===== src/rtl/excl_mon_pkg.sv =====
// Package: shared operation codes and monitor state for the exclusive monitor.
// Assumes the 3-bit operation field encoding listed in the brief.
package excl_mon_pkg;

    typedef enum logic [2:0] {
        OP_LD   = 3'd0,
        OP_ST   = 3'd1,
        OP_LDX  = 3'd2,
        OP_LDAX = 3'd3,
        OP_STX  = 3'd4,
        OP_STLX = 3'd5,
        OP_CLRX = 3'd6,
        OP_NONE = 3'd7
    } mon_op_e;

    typedef enum logic {
        MON_OPEN  = 1'b0,
        MON_ARMED = 1'b1
    } mon_state_e;

    typedef struct packed {
        logic plain_ld;
        logic plain_st;
        logic excl_ld;
        logic excl_st;
        logic clr;
    } op_class_t;

endpackage


===== src/rtl/excl_mon_decode.sv =====
// Module: classifies a request into one-hot operation classes.
// Assumes req_op follows mon_op_e; an invalid cycle yields all zeros.
module excl_mon_decode
    import excl_mon_pkg::*;
(
    input  logic       valid,
    input  logic [2:0] op,
    output op_class_t  cls
);

    mon_op_e op_e;

    // Decode the operation field into class flags.
    always_comb begin
        op_e = mon_op_e'(op);
        cls  = '0;
        if (valid) begin
            unique case (op_e)
                OP_LD:           cls.plain_ld = 1'b1;
                OP_ST:           cls.plain_st = 1'b1;
                OP_LDX, OP_LDAX: cls.excl_ld  = 1'b1;
                OP_STX, OP_STLX: cls.excl_st  = 1'b1;
                OP_CLRX:         cls.clr      = 1'b1;
                default:         cls          = '0;
            endcase
        end
    end

endmodule


===== src/rtl/excl_mon_fsm.sv =====
// Module: two-state open/armed reservation state machine.
// Assumes at most one classified request per cycle; synchronous active-low reset.
module excl_mon_fsm
    import excl_mon_pkg::*;
(
    input  logic       clk,
    input  logic       rst_n,
    input  op_class_t  cls,
    output mon_state_e state
);

    mon_state_e state_nxt;

    // Next-state selection from the current request class.
    always_comb begin
        state_nxt = state;
        if (cls.excl_ld)
            state_nxt = MON_ARMED;
        else if (cls.excl_st || cls.clr)
            state_nxt = MON_OPEN;
    end

    // State register.
    always_ff @(posedge clk) begin
        if (!rst_n) state <= MON_OPEN;
        else        state <= state_nxt;
    end

endmodule


===== src/rtl/excl_mon_resv.sv =====
// Module: holds the granule base of the latest load-exclusive.
// Assumes GRAN_LOG2 < ADDR_W; the value is kept after disarm for the system side.
module excl_mon_resv #(
    parameter int ADDR_W    = 32,
    parameter int GRAN_LOG2 = 4
) (
    input  logic              clk,
    input  logic              rst_n,
    input  logic              capture,
    input  logic [ADDR_W-1:0] addr,
    output logic [ADDR_W-1:0] base
);

    localparam logic [ADDR_W-1:0] LOW_MASK = (ADDR_W'(1) << GRAN_LOG2) - ADDR_W'(1);

    // Latch the aligned base address on each capture.
    always_ff @(posedge clk) begin
        if (!rst_n)       base <= '0;
        else if (capture) base <= addr & ~LOW_MASK;
    end

endmodule


===== src/rtl/excl_mon_gate.sv =====
// Module: same-cycle memory enables and store-exclusive status.
// Assumes the armed flag reflects the state before this cycle's request.
module excl_mon_gate
    import excl_mon_pkg::*;
(
    input  op_class_t cls,
    input  logic      armed,
    output logic      rd_en,
    output logic      wr_en,
    output logic      stat_valid,
    output logic      stat_fail
);

    // Derive enables and pass/fail from class and current arming.
    always_comb begin
        rd_en      = cls.plain_ld | cls.excl_ld;
        wr_en      = cls.plain_st | (cls.excl_st & armed);
        stat_valid = cls.excl_st;
        stat_fail  = cls.excl_st & ~armed;
    end

endmodule


===== src/rtl/excl_mon_top.sv =====
// Module: per-core exclusive monitor top; wires decode, state, reservation, gating.
// Assumes one request per cycle and a memory that honours mem_wr_en in the same cycle.
module excl_mon_top
    import excl_mon_pkg::*;
#(
    parameter int ADDR_W    = 32,
    parameter int DATA_W    = 64,
    parameter int GRAN_LOG2 = 4
) (
    input  logic              clk,
    input  logic              rst_n,
    input  logic              req_valid,
    input  logic [2:0]        req_op,
    input  logic [ADDR_W-1:0] req_addr,
    input  logic [DATA_W-1:0] req_wdata,
    input  logic [DATA_W-1:0] mem_rdata,
    output logic              mem_rd_en,
    output logic              mem_wr_en,
    output logic [ADDR_W-1:0] mem_addr,
    output logic [DATA_W-1:0] mem_wdata,
    output logic [DATA_W-1:0] core_rdata,
    output logic              st_status_valid,
    output logic              st_status,
    output logic              resv_valid,
    output logic [ADDR_W-1:0] resv_addr
);

    op_class_t  cls;
    mon_state_e state;

    excl_mon_decode u_dec (
        .valid (req_valid),
        .op    (req_op),
        .cls   (cls)
    );

    excl_mon_fsm u_fsm (
        .clk   (clk),
        .rst_n (rst_n),
        .cls   (cls),
        .state (state)
    );

    excl_mon_resv #(.ADDR_W(ADDR_W), .GRAN_LOG2(GRAN_LOG2)) u_resv (
        .clk     (clk),
        .rst_n   (rst_n),
        .capture (cls.excl_ld),
        .addr    (req_addr),
        .base    (resv_addr)
    );

    excl_mon_gate u_gate (
        .cls        (cls),
        .armed      (state == MON_ARMED),
        .rd_en      (mem_rd_en),
        .wr_en      (mem_wr_en),
        .stat_valid (st_status_valid),
        .stat_fail  (st_status)
    );

    // Forward address/data and return load data only on loads.
    always_comb begin
        mem_addr   = req_addr;
        mem_wdata  = req_wdata;
        resv_valid = (state == MON_ARMED);
        core_rdata = mem_rd_en ? mem_rdata : '0;
    end

endmodule


===== config.mk =====
export PLATFORM = sky130hd
export DESIGN_NAME = excl_mon_top
export DESIGN_NICKNAME = d
export VERILOG_FILES = /design/src/rtl/excl_mon_pkg.sv /design/src/rtl/excl_mon_decode.sv /design/src/rtl/excl_mon_fsm.sv /design/src/rtl/excl_mon_resv.sv /design/src/rtl/excl_mon_gate.sv /design/src/rtl/excl_mon_top.sv
export SDC_FILE = /design/constraint.sdc
export NUM_CORES = 1
export LEC_CHECK = 0
export BUFFER_PORTS_ARGS = -buffer_cell sky130_fd_sc_hd__buf_2
export CORE_AREA = 2 2 140 142
export DETAILED_ROUTE_END_ITERATION = 6
export DIE_AREA = 0 0 142 144
export GPL_TIMING_DRIVEN = 0
export MAX_ROUTING_LAYER = met4
export REMOVE_ABC_BUFFERS = 1
export SLEW_MARGIN = 20
export SYNTH_ARGS = -nofsm -noshare
export SYNTH_HDL_FRONTEND = slang
export SYNTH_HIERARCHICAL = 1
export SYNTH_SLANG_ARGS = --single-unit

===== constraint.sdc =====
create_clock -name clk -period 1.1 [get_ports clk]
set_clock_uncertainty 0.1 [all_clocks]
set_input_delay 0.11 -clock clk [delete_from_list [all_inputs] [get_ports clk]]
set_output_delay 0.11 -clock clk [all_outputs]
set_load 0.01 [all_outputs]

==> flow_metrics.tcl, run 1 <==
set metrics [dict create \
    dpl.cell_count 624 \
    vias 2374 \
    synth.avg_cell_area_sq_um 9.06 \
    p_comb_share_pct 26.4 \
    ys_seq_area_share_pct 23.6 \
    area_growth_syn_to_layout_pct 51.8 \
    cts_sinks 29 \
    die-area_sq_mm 0.0204 \
    rsz0062_at_grt "true" \
    layout.cells.non_filler 639 \
    fp.dieW_um 142 \
    start_util_pct 12.9 \
    clockRootBuffer "clkbuf_16" \
    drc 0 \
    rows 51 \
    power.net_switching_uw 898 \
    h-tree-depth 2 \
    p_clk_share_pct 43.3 \
    r2r-end "u_fsm/state$_SDFFE_PN0P_" \
    finalSetupViolations 65 \
    final_util_pct 19.6 \
    internal-power_mw 2.76 \
    synth_xor_area_share_pct 0 \
    ys_seq_elements 29 \
    finalCriticalPeriod_ns 1.44 \
    setup_ws_ns -0.343 \
    crit_path_max_incr_delay_ns 0.32 \
    clk-insertion-delay-late_ns 0.27 \
    numCtsBuffers 5 \
    dr.pass1.iters 4 \
    finalSetupTns_ns -19.50 \
    drv_slew 0 \
    r2r-start "u_fsm/state$_SDFFE_PN0P_" \
    cp_slowest_cell "or2_4" \
    coreArea_sq_mm 0.0191 \
    drt-total-wl_um 16400 \
    worstPathCellList "buf_12 > and3b_4 > or2_4 > clkbuf_16 > and2_2 > buf_6" \
    clk_pin_slew_ns 0.05 \
    post-place-ws_ns -1.31 \
    viasPerCell 3.72 \
    synth_top_family_by_area "buffers and inverters" \
    antenna_found_initial 0 \
    syn_inst 272 \
    end_kind "primary output" \
    wl_per_cell_um 25.6 \
    leakage_nw 1.88 \
    drtIter0Drc 86 \
    synth_compound_area_share_pct 0.609 \
    min-delay-start "req_addr[14]" \
    overflow 0 \
    max_cap_viol_count 0 \
    totalPowerFinal_mw 3.66 \
    synth_cell_type_count 18 \
    finalHoldViolCount 0 \
    grt_pass1_vias 2058 \
    synthMuxAreaShare_pct 11.4 \
    die_h_um 144 \
    synthAdderAreaFrac_pct 0 \
    fin_crit_sh_pct 131 \
    crit_family "simple AND/OR/NAND/NOR gates" \
    yosysTopAreaCellShare_pct 30.8 \
    grt_first_pass_wirelength_um 19100 \
    grt_usage_pct 15.0 \
    required_ns 0.89 \
    cp-start-kind "input port" \
    seqPwrFrac_pct 30.3 \
    outcome "finished with violations" \
    failed_checks "setup timing" \
    cts_tree "done" \
    boundaryPins 363 \
    yosys_warnings 6 \
    hold_end "u_resv/base[14]$_SDFFE_PN0P_" \
    worstPathArrival_ns 1.23 \
    grt_max_degree 50 \
    diodes 0 \
    min_path_cells 3 \
    max-vdd-ir-drop_uv 702 \
    r2r_cells 2 \
    clockBufferDepth 2 \
    most-common-layout-cells "buf_2 (172), buf_6 (48), and2_4 (38), nor2b_1 (29)" \
    ant_nets 0 \
    synthSimpleGateAreaFrac_pct 29.9 \
    gp_congestion 0.777 \
    synth_area_sq_mm 0.00246 \
    layout_commonest_cell "buf_2" \
    cp_num_buf_inv 3 \
    drive_gt1_share_pct 76.3 \
    synth_top_area_cell "buf_4" \
    hpwl_um 13400 \
    ys_top_cells_by_area "buf_4 (31%), dfxtp_1 (24%), and2_2 (19%)" \
    switching_share_pct 24.5 \
    r2r_slack_ns 0.26 \
    criticalPathCategory "input port to primary output" \
    portBuffers 222 \
    fin_nets 566 \
    path_max_fanout 24 \
    fmax_mhz 693 \
    p_per_area_mw_per_mm2 978 \
    min_path_type "input port to register" \
]
## cell usage after synthesis, drive strengths merged
library cell and count:
buf 104, o21a 1, and3b 2, nor2b 29, nor3b 1, mux2i 28
and4b 1, or2 1, dfxtp 29, conb 1, and2 64, nor4b 1
a21o 1, and4bb 1, clkbuf 8
## worst max-delay path by stage
stage / startpoint / end / cells past startpoint
2_1_floorplan: req_op[2] / core_rdata[0] / 3
3_3_place_gp: req_op[2] / core_rdata[53] / 5
3_5_place_dp: req_op[2] / core_rdata[53] / 6
4_1_cts: req_op[1] / core_rdata[53] / 6
5_1_grt: req_op[1] / core_rdata[28] / 6
6_report: req_op[1] / core_rdata[20] / 6
## kinds of logic after synthesis
group / Yosys count
buf+inv: 112
simple gates: 100
compound gates: 2
other cells: 1
flops: 29
mux: 28
## timing repair
| action | 4_1_cts | 5_1_grt |
|---|---|---|
| pin swaps | 2 | 1 |
| setup buffers | 2 | 0 |
| setup endpoints to repair | 95 | 68 |
| cloned | 1 | 2 |
| hold endpoints to repair | 2 | 0 |
| hold buffers | 2 | 0 |
| gates resized for setup | 50 | 54 |
## routing by layer
metal / track usage, % / routed length, um / share of wire [%]
met3: 19.2 / 4300 / 26
met4: 3.58 / 282 / 1.7
met2: 22.9 / 7260 / 44
met1: 10.7 / 4520 / 28
met5: - / 0 / 0
## per-stage QoR
step           hold slack, ns  cell area [sq um]
2_1_floorplan           0.120               1630
3_3_place_gp            0.120               3040
3_5_place_dp            0.120               3070
4_1_cts              0.000397               3550
5_1_grt                0.0126               3740
6_report              0.00923               3740
## sequential cells by signal, summed over array words and instances, names as in the netlist
name         count
u_resv/base     28
u_fsm/state      1
## power by group through the flow
stage	Combinational, mW	Sequential [mW]	Clock (mW)
4_1_cts	0.873	1.11	1.64
3_3_place_gp	0.746	1.13	0
3_5_place_dp	0.763	1.13	0
5_1_grt	1.04	1.11	1.68
6_report	0.966	1.11	1.58
2_1_floorplan	0.264	1.15	0
## worst min-delay path: stages
cell	delay, ns
buf_2	0.08
mux2i_1	0.06
nor2b_1	0.09
## layout make-up
type                            instances  area (sq um)
Timing Repair Buffer                  229          1570
Clock inverter                          1          30.0
Multi-Input combinational cell        135          1120
Fill cell                            2085         15300
Tap cell                              238           298
Sequential cell                        29           582
Clock buffer                            7           143
No activity file was read; power rests on OpenSTA's default activity.
==> run 2, diff against run 1 <==
--- a/config.mk
+++ b/config.mk
@@ -11,7 +11,7 @@
 export DIE_AREA = 0 0 142 144
 export GPL_TIMING_DRIVEN = 0
 export MAX_ROUTING_LAYER = met4
-export REMOVE_ABC_BUFFERS = 1
+export PLACE_DENSITY = 0.44
 export SLEW_MARGIN = 20
 export SYNTH_ARGS = -nofsm -noshare
 export SYNTH_HDL_FRONTEND = slang
==> run 2 against run 1 <==
Net effect: the run still ends with setup timing left; sequential cell count stayed put; sequential power about the same; first-iteration DRC count is 67% lower; critical path type unchanged; largest cell class unchanged; largest power group is now combinational cells.
==> flow_metrics.tcl, run 2 (same netlist as run 1, synthesis figures left out) <==
set metrics [dict create \
    cp-start-kind "input port" \
    grt_pass1_vias 2525 \
    cts_tree "done" \
    drive_gt1_share_pct 83.9 \
    rows 51 \
    fin_crit_sh_pct 135 \
    worst_hold_slack_ns 0.0108 \
    end_kind "primary output" \
    path_max_fanout 8 \
    wl_per_cell_um 12.8 \
    die_h_um 144 \
    gp_congestion 0.742 \
    viasPerCell 3.31 \
    criticalPathCategory "input port to primary output" \
    finalCriticalPeriod_ns 1.48 \
    grt_first_pass_wirelength_um 13800 \
    die-area_sq_mm 0.0204 \
    most-common-layout-cells "buf_2 (221), buf_4 (104), buf_6 (70), and2_4 (63), nor2b_1 (29)" \
    max_cap_viol_count 0 \
    overflow 0 \
    clk_pin_slew_ns 0.05 \
    fin_nets 756 \
    required_ns 0.89 \
    finalHoldViolCount 0 \
    antenna_found_initial 0 \
    ctsHoldBuffers 0 \
    numCtsBuffers 5 \
    drv_slew 0 \
    grt_usage_pct 9.03 \
    portBuffers 290 \
    drc 0 \
    h-tree-depth 2 \
    hpwl_um 7970 \
    cp_slowest_cell "nor4b_4" \
    boundaryPins 363 \
    worstPathArrival_ns 1.27 \
    largestRegisters "u_resv/base (28), u_fsm/state (1)" \
    dr.pass1.iters 4 \
    drt-total-wl_um 10600 \
    worstPathCellList "buf_8 > nor4b_4 > or2_4 > clkbuf_8 > and2_4 > buf_6" \
    start_util_pct 12.9 \
    clockBufferDepth 2 \
    fmax_mhz 674 \
    layout.cells.non_filler 828 \
    rsz0062_at_grt "true" \
    vias 2741 \
    cts_sinks 29 \
    p_per_area_mw_per_mm2 771 \
    clockRootBuffer "clkbuf_16" \
    failed_checks "setup timing" \
    finalSetupViolations 66 \
    fp.dieW_um 142 \
    crit_path_max_incr_delay_ns 0.33 \
    place_area_sq_mm 0.00423 \
    clk-insertion-delay-late_ns 0.27 \
    largest_register_ffs 28 \
    design_area_sq_mm 0.00521 \
    leakage_nw 2.79 \
    layout_commonest_cell "buf_2" \
    r2r_cells 2 \
    ant_nets 0 \
    area_growth_syn_to_layout_pct 111 \
    nFillCells 2008 \
    regMostFlops "u_resv/base" \
    min_path_cells 3 \
    outcome "finished with violations" \
    setup_ws_ns -0.384 \
    max-vdd-ir-drop_uv 641 \
    grt_max_degree 12 \
    drtIter0Drc 28 \
    dpl.cell_count 803 \
    min_path_type "input port to register" \
    totalPowerFinal_mw 4.02 \
    diodes 0 \
    coreArea_sq_mm 0.0191 \
]
## run 2: cell types whose count changed in the layout (fill, tap and decap cells not counted), sizes merged
| cell | delta |
|---|---|
| bufinv | -1 |
| clkbuf | +9 |
| buf | +182 |
| dlygate4sd3 | -2 |
| or2 | +2 |
| and3b | -1 |
## run 2: where the power goes
group | internal, mW | switching (mW) | leakage, nW
Combinational | 0.967 | 0.603 | 2.48
Sequential | 1.09 | 0.0176 | 0.236
Clock | 0.886 | 0.455 | 0.0700
Total | 2.94 | 1.08 | 2.79
## run 2: layout make-up
cell class | count | area (sq um) | area share (%)
plain buffers | 112 | 912 | 17.5
well taps | 238 | 298 | 5.71
multi-input cells | 136 | 1160 | 22.2
flip-flops and latches | 29 | 582 | 11.2
repair buffers | 306 | 2120 | 40.7
clock buffers | 7 | 143 | 2.74
## run 2: what timing repair did
| item | 4_1_cts | 5_1_grt |
|---|---|---|
| pin swaps | 6 | 5 |
| gates resized for setup | 166 | 9 |
| cloned | 8 | 2 |
| buffers inserted | 3 | 7 |
| setup endpoints to repair | 66 | 87 |
## run 2: routing by layer
| metal | vias to the layer above | part of all wire, % | global-route usage, % |
|---|---|---|---|
| met5 | - | 0 | - |
| met4 | 0 | 1.6 | 2.47 |
| met3 | 13 | 7.5 | 1.85 |
| met2 | 164 | 51 | 15.9 |
| met1 | 1182 | 40 | 10.5 |
| li1 | 1382 | - | - |
## run 2: path summary, 6_finish.rpt
| path | to | startpoint | slack, ns |
|---|---|---|---|
| min reg2reg | u_resv/base[4]$_SDFFE_PN0P_ | u_resv/base[4]$_SDFFE_PN0P_ | 0.41 |
| max reg2reg | u_fsm/state$_SDFFE_PN0P_ | u_fsm/state$_SDFFE_PN0P_ | 0.27 |
| min | u_resv/base[13]$_SDFFE_PN0P_ | req_addr[13] | 0.01 |
| max | core_rdata[57] | req_op[2] | -0.38 |
## run 2: stage by stage
step	worst slack (ns)	TNS [ns]	utilization (%)
after floorplan	-0.0408	-2.45	-
after global placement	-0.454	-32.30	22.2
after detailed placement	-0.454	-31.30	22.2
after CTS	-0.399	-23.06	26.6
after global routing	-0.448	-26.22	27.3
final	-0.384	-21.29	27.3
## run 2: critical path: cells and delay by family
family                 cells  cell delay [ns]
AND/OR/NAND/NOR            3             0.77
buffers and inverters      3             0.39
